### config.mk
export PLATFORM = sky130hd
export DESIGN_NAME = qos_bus_turn_sel
export DESIGN_NICKNAME = d
export VERILOG_FILES = /design/src/rtl/qos_turn_pkg.sv /design/src/rtl/qos_lvl_flags.sv /design/src/rtl/qos_prio_scan.sv /design/src/rtl/qos_dir_reg.sv /design/src/rtl/qos_bus_turn_sel.sv
export SDC_FILE = /design/constraint.sdc
export NUM_CORES = 1
export LEC_CHECK = 0
export BUFFER_PORTS_ARGS = -buffer_cell sky130_fd_sc_hd__buf_2
export CAP_MARGIN = 20
export CORE_AREA = 4 4 41 43
export CTS_BUF_LIST = sky130_fd_sc_hd__clkbuf_16
export DETAILED_ROUTE_END_ITERATION = 8
export DIE_AREA = 0 0 45 47
export GPL_TIMING_DRIVEN = 0
export PLACE_DENSITY = 0.61
export SYNTH_ARGS = -nofsm -noshare
export SYNTH_HDL_FRONTEND = slang
export SYNTH_HIERARCHICAL = 1
export SYNTH_SLANG_ARGS = --single-unit
### constraint.sdc
create_clock -name clk -period 3.9 [get_ports clk]
set_input_delay 0.78 -clock clk [delete_from_list [all_inputs] [get_ports clk]]
set_output_delay 0.78 -clock clk [all_outputs]
set_load 0.02 [all_outputs]
### src/rtl/qos_turn_pkg.sv
package qos_turn_pkg;

    typedef enum logic {
        DIR_RD = 1'b0,
        DIR_WR = 1'b1
    } dir_e;

    // Summary of the winning level, without its index
    typedef struct packed {
        logic valid;
        logic has_rd;
        logic has_wr;
    } pick_t;

    function automatic dir_e pick_next_dir(pick_t p, dir_e cur);
        dir_e nxt;
        if (!p.valid) begin
            nxt = cur;
        end else if (p.has_rd && p.has_wr) begin
            nxt = (cur == DIR_RD) ? DIR_WR : DIR_RD;
        end else if (p.has_wr) begin
            nxt = DIR_WR;
        end else begin
            nxt = DIR_RD;
        end
        return nxt;
    endfunction

endpackage

### src/rtl/qos_lvl_flags.sv
module qos_lvl_flags #(
    parameter int NUM_LVL = 4,
    parameter int CNT_W   = 4
) (
    input  logic [NUM_LVL*CNT_W-1:0] rd_cnt,
    input  logic [NUM_LVL*CNT_W-1:0] wr_cnt,
    output logic [NUM_LVL-1:0]       rd_busy,
    output logic [NUM_LVL-1:0]       wr_busy
);
    for (genvar g = 0; g < NUM_LVL; g++) begin : g_lvl
        assign rd_busy[g] = |rd_cnt[g*CNT_W +: CNT_W];
        assign wr_busy[g] = |wr_cnt[g*CNT_W +: CNT_W];
    end
endmodule

### src/rtl/qos_prio_scan.sv
module qos_prio_scan
    import qos_turn_pkg::*;
#(
    parameter int NUM_LVL = 4,
    localparam int IDX_W  = (NUM_LVL > 1) ? $clog2(NUM_LVL) : 1
) (
    input  logic [NUM_LVL-1:0] rd_busy,
    input  logic [NUM_LVL-1:0] wr_busy,
    output pick_t              pick,
    output logic [IDX_W-1:0]   idx
);
    // Ascending walk: the last nonempty level seen is the highest one
    always_comb begin
        pick = '0;
        idx  = '0;
        for (int i = 0; i < NUM_LVL; i++) begin
            if (rd_busy[i] || wr_busy[i]) begin
                pick.valid  = 1'b1;
                pick.has_rd = rd_busy[i];
                pick.has_wr = wr_busy[i];
                idx         = IDX_W'(i);
            end
        end
    end
endmodule

### src/rtl/qos_dir_reg.sv
module qos_dir_reg
    import qos_turn_pkg::*;
(
    input  logic  clk,
    input  logic  rst,
    input  logic  decide,
    input  pick_t pick,
    output dir_e  dir_q,
    output logic  turn_q
);
    dir_e dir_nxt;

    always_comb dir_nxt = pick_next_dir(pick, dir_q);

    always_ff @(posedge clk) begin
        if (rst) begin
            dir_q  <= DIR_RD;
            turn_q <= 1'b0;
        end else begin
            turn_q <= decide && (dir_nxt != dir_q);
            if (decide) begin
                dir_q <= dir_nxt;
            end
        end
    end
endmodule

### src/rtl/qos_bus_turn_sel.sv
module qos_bus_turn_sel
    import qos_turn_pkg::*;
#(
    parameter int NUM_LVL = 4,
    parameter int CNT_W   = 4,
    localparam int IDX_W  = (NUM_LVL > 1) ? $clog2(NUM_LVL) : 1
) (
    input  logic                     clk,
    input  logic                     rst,
    input  logic                     decide_i,
    input  logic [NUM_LVL*CNT_W-1:0] rd_cnt_i,
    input  logic [NUM_LVL*CNT_W-1:0] wr_cnt_i,
    output logic                     dir_o,
    output logic                     turn_o,
    output logic                     valid_o,
    output logic [IDX_W-1:0]         win_lvl_o
);
    logic [NUM_LVL-1:0] rd_busy;
    logic [NUM_LVL-1:0] wr_busy;
    pick_t              pick;
    logic [IDX_W-1:0]   idx;
    dir_e               dir_q;
    logic               turn_q;

    qos_lvl_flags #(.NUM_LVL(NUM_LVL), .CNT_W(CNT_W)) u_flags (
        .rd_cnt (rd_cnt_i),
        .wr_cnt (wr_cnt_i),
        .rd_busy(rd_busy),
        .wr_busy(wr_busy)
    );

    qos_prio_scan #(.NUM_LVL(NUM_LVL)) u_scan (
        .rd_busy(rd_busy),
        .wr_busy(wr_busy),
        .pick   (pick),
        .idx    (idx)
    );

    qos_dir_reg u_dir (
        .clk   (clk),
        .rst   (rst),
        .decide(decide_i),
        .pick  (pick),
        .dir_q (dir_q),
        .turn_q(turn_q)
    );

    assign dir_o     = dir_q;
    assign turn_o    = turn_q;
    assign valid_o   = pick.valid;
    assign win_lvl_o = idx;

    // the reported level really holds work
    assert_win_busy_R2: assert property (@(posedge clk) disable iff (rst)
        valid_o |-> ((rd_cnt_i[win_lvl_o*CNT_W +: CNT_W] != '0) ||
                     (wr_cnt_i[win_lvl_o*CNT_W +: CNT_W] != '0)));

    // idle scan reports level zero and keeps the direction
    assert_idle_lvl_R7: assert property (@(posedge clk) disable iff (rst)
        !valid_o |-> (win_lvl_o == '0));
    assert_idle_keep_R7: assert property (@(posedge clk) disable iff (rst)
        (decide_i && !valid_o) |=> $stable(dir_o));

    // no strobe, no change
    assert_hold_R8: assert property (@(posedge clk) disable iff (rst)
        !decide_i |=> $stable(dir_o));

    // a turn pulse always accompanies a direction change
    assert_turn_change_R9: assert property (@(posedge clk) disable iff (rst)
        (decide_i && valid_o && pick.has_rd && pick.has_wr) |=> turn_o);
    assert_turn_pulse_R9: assert property (@(posedge clk) disable iff (rst)
        turn_o |-> (dir_o != $past(dir_o)));

    // single-sided demand sets the matching direction
    assert_wr_only_R4: assert property (@(posedge clk) disable iff (rst)
        (decide_i && valid_o && pick.has_wr && !pick.has_rd) |=> (dir_o == 1'b1));
    assert_rd_only_R5: assert property (@(posedge clk) disable iff (rst)
        (decide_i && valid_o && pick.has_rd && !pick.has_wr) |=> (dir_o == 1'b0));

endmodule

== Word level (Yosys, flattened, before mapping) ==
Index checks and enable logic that the tools add are counted.

* Register bits after elaboration: 2
* Output and inout port bits: 5
* Logic and storage cells: 28

* Equal/unequal tests: 1
* Muxes and demuxes: 11
* Reductions and logical operators: 14

{| class="wikitable"
|+ Operators with widths
! cell !! number
|-
| $reduce_or A4 Y1 || 8
|-
| $mux W3 || 4
|-
| $mux W1 || 5
|-
| $logic_or A1 B1 Y1 || 4
|-
| $mux W2 || 2
|-
| $logic_and A1 B1 Y1 || 2
|-
| $ne A1 B1 Y1 || 1
|}

== Depth between registers and ports, before layout ==
* Depth after elaboration: 11
* Gate-level depth with buffers: 6

== Modules after synthesis ==
Netlist, hierarchy kept.

{| class="wikitable"
|+ Modules (own cells, without submodules)
! module !! times used !! cells an instance !! area each (um^2)
|-
| qos_dir_reg || 1 || 9 || 93.8
|-
| qos_prio_scan || 1 || 16 || 82.6
|-
| qos_lvl_flags || 1 || 8 || 60.1
|}

== Least setup slack after synthesis ==
OpenSTA, ideal clock, no wires.

* Path type: input -> output
* Start point: input port rd_cnt_i[9]
* End point: output port win_lvl_o[0]
* Arrival time: 1963 ps
* Setup slack: 1157 ps
* Stages: 2
* Path buffers: 0
* Cells stage by stage: or4_1 o31ai_1

* Cells in the longest elaborated chain, start to end: 4

{| class="wikitable"
|+ RTL lines
! item !! RTL line !! text
|-
| start: declaration || qos_bus_turn_sel.sv:11 || <nowiki>input logic [NUM_LVL*CNT_W-1:0] rd_cnt_i,</nowiki>
|-
| $reduce_or A4 Y1 || qos_lvl_flags.sv:11 || <nowiki>assign rd_busy[g] = |rd_cnt[g*CNT_W +: CNT_W];</nowiki>
|-
| $logic_or A1 B1 Y1 || qos_prio_scan.sv:17 || <nowiki>if (rd_busy[i] || wr_busy[i]) begin</nowiki>
|-
| $mux W2 (2 in a row) || qos_prio_scan.sv:17 ||
|-
| end: declaration || qos_bus_turn_sel.sv:16 || <nowiki>output logic [IDX_W-1:0] win_lvl_o</nowiki>
|}

Every way passes these cells.

== Worst setup path after layout ==
* Start point: input port rd_cnt_i[13]
* End point: output port valid_o

* Cells in the longest elaborated chain, start to end: 3

{| class="wikitable"
|+ RTL lines
! item !! RTL line !! text
|-
| $reduce_or A4 Y1 || qos_lvl_flags.sv:11 ||
|-
| net rd_busy[3] || qos_bus_turn_sel.sv:18 || <nowiki>logic [NUM_LVL-1:0] rd_busy;</nowiki>
|-
| $logic_or A1 B1 Y1 || qos_prio_scan.sv:17 ||
|-
| $mux W3 || qos_prio_scan.sv:17 ||
|-
| end: declaration || qos_bus_turn_sel.sv:15 || <nowiki>output logic valid_o,</nowiki>
|}

The timed path passes the listed nets, and every way through them passes these cells.

==> results by group <==
Place
  – Number of port buffers: 39
  – Placed inst area: between 400 and 500 sq um
  – GPL Wtd Cong: between 0.6 and 0.7
  – Post-DP HPWL: 799.5 microns

Worst setup path
  – FF-to-FF path depth: 2
  – Launching point of the worst reg2reg path: u_dir/dir_q$_SDFFE_PP0P_
  – CP Max Fanout: 4
  – Startpoint Class: input port
  – Slowest cell on the critical path: or4_1
  – CP Launch Point: rd_cnt_i[13]
  – Worst Setup End Kind: output pin
  – WP data arrival: around 2 ns
  – Most frequent CP cell: buf_2
  – Cell family with most CP delay: simple AND/OR/NAND/NOR gates
  – Flop2flop setup slack: 3.10 ns
  – Cell depth of the worst setup path: 5
  – CP bufs+invs: 2
  – CP peak stage delay: 0.58 ns
  – CP Class: input port to output pin
  – CP Cell Sequence: buf_2 -> or4_1 -> nor2_1 -> nand4_1 -> buf_2
  – CP Data Required Time: 3.12 ns

Clock tree
  – Max Root-Sink Buffers: 2
  – CTS Hold Bufs: 0
  – CTS clk-pin slew, worst paths: 0.03 ns
  – CTS Buf Count: 3
  – CTS tree: done
  – Root Buffer: clkbuf_16
  – H-tree levels: 1
  – Post_cts resized: 0
  – Worst skew pair latency: 0.22 ns
  – Clock sinks: 2
  – # Post-CTS Setup Buffers: 0

Hold path
  – Hold/Removal Path Class: flop to flop
  – Worst hold start: u_dir/dir_q$_SDFFE_PP0P_
  – Worst hold stages: 1

Route
  – Met1 wire length: 345 microns
  – Vias: 418
  – Total Wirelength: around 890 microns
  – Met2 WL: 421 microns
  – Final ANT Viol Nets: 0
  – Met3 routed WL: 119 microns
  – Vias per Instance: about 4.6
  – Drt drc: 0
  – Top Metal Used: met3
  – Routed len/inst: 9.844 microns
  – DRT Pass-1 Iters: 4
  – Iter 0 DRT Violations: 3

Timing
  – Tmin final: 2.776 ns
  – Setup violators final: 0
  – Final Cycle Share: 71.17%
  – Max Clock Skew: between 0.001 and 0.0015 ns
  – Setup TNS: 0 ns
  – Slew @ Worst Pin: 0.4280 ns
  – Fin. max-slew vios: 0
  – Unrepaired setup endpoints after global routing: false
  – Fmax: roughly 0.36 GHz
  – Slew Limit Headroom: between 70% and 80%
  – Fin. Hold Viols: 0

Die
  – Die Y: 47 microns
  – Die area: 2115 sq um
  – Chip Width: 45 microns
  – I/O pins: 40
  – Core Region: 1301 sq um
  – Row count: 13
  – Initial Utilization: 18.17%

Cells and area
  – Multi-input gate area: 185.2 sq um
  – Area Overhead vs Synth: 122.2%
  – FF+latch area: roughly 40 sq um
  – Fill cells: 158
  – N_diodes: 0
  – Share of cells above drive strength 1: 57.33%
  – # nets final: around 110
  – Post-Layout Inst Area: approximately 530 sq um

Logic synthesis
  – Post-Synthesis Cells: 33
  – Seq/Total Area, Yosys: 16.93%
  – Yosys cell types: 15
  – Mapped Area: 236.5 sq um
  – Post-Syn Nets: ~70
  – Mapped Avg Cell Area: 7.166 sq um
  – Yosys warns: 6
  – Seq cells post-synth: 2

Global route
  – Largest net degree at the start of global routing: 6
  – Tot GR Track Use: 9.306%
  – First-pass GRT wire length: about 1500 microns
  – GR Overflow Total: 0
  – Vias in the first global route: 418
  – Initial antenna violation count: 0

Pwr
  – Leakage: 0.2847 nW
  – Pwr/cell area: 385.4 nW/um^2
  – Worst ir drop on vdd: 0.1057 mV

Outcome
  – Run status: complete, no violations

Run
  – Max_cap viols: 0
==> cell usage after synthesis <==
master,instances,share of area [%]
nand2_1,3,4.8
and3b_1,1,3.7
or2b_1,1,3.2
dfxtp_1,2,17
a32o_1,1,4.2
and2b_4,1,4.2
o311ai_1,1,3.7
inv_1,3,4.8
nand4_1,1,2.6
o211a_1,1,4.2
nor2_1,4,6.3
nand3b_1,1,3.2
a21oi_1,3,6.3
o31ai_1,2,6.3
or4_1,8,25
==> sequential cells by signal (all words and copies together), names as in the netlist <==
name          flops
u_dir/turn_q      1
u_dir/dir_q       1
==> final timing paths <==
check                                                 to
worst max-delay path                             valid_o
worst min-delay path             u_dir/turn_q$_SDFF_PP0_
worst max register to register  u_dir/dir_q$_SDFFE_PP0P_
worst min register to register   u_dir/turn_q$_SDFF_PP0_
==> cells in the final DEF, fill, tap and decap left out, drive strengths merged <==
cell	instances
o311ai	1
clkbuf	3
o31ai	2
nand3b	1
dfxtp	2
nor2	4
or4	8
a21oi	3
a32o	1
buf	39
o211a	1
nand4	1
and3b	1
nand2	3
or2b	1
inv	3
and2b	1
==> where the power goes <==
group	leakage, nW	internal, mW	switching (mW)	total (mW)
combinational	0.231	0.0171	0.00943	0.0266
sequential	0.0166	0.0222	0.00115	0.0233
clock	0.0370	0.130	0.0223	0.153
==> metrics by stage <==
step | utilization [%] | std cells | hold WS [ns] | power, mW | worst slack [ns]
floorplan | - | 33 | 0.6360 | 0.03287 | 1.157
global placement | 34.62 | 87 | 0.5723 | 0.04983 | 1.103
detailed placement | 34.62 | 87 | 0.5707 | 0.05069 | 1.119
CTS | 40.38 | 90 | 0.5746 | 0.2073 | 1.112
global route | 40.38 | 90 | 0.6048 | 0.2123 | 0.9653
finish | 40.38 | 90 | 0.5693 | 0.2025 | 1.124
==> metal layers <==
layer,global-route usage [%],up-vias
met5,0,-
met4,7.018,0
met3,1.916,0
met2,16.38,24
met1,9.729,178
li1,-,216
==> final cells by class <==
class                      instances  share of cell area (%)
clock buffer                       3                   14.29
inverter                           3                   2.143
multi-input combinational         28                   35.24
sequential                         2                   7.619
tap                               15                   3.571
timing repair buffer              39                   37.14
==> cells by family after synthesis <==
family,share of synthesized area [%]
AND/OR/NAND/NOR,53.44
buffers and inverters,4.762
flip-flops,16.93
AO/OA/AOI/OAI,24.87
Note: power is estimated with default switching activity, not from simulation.
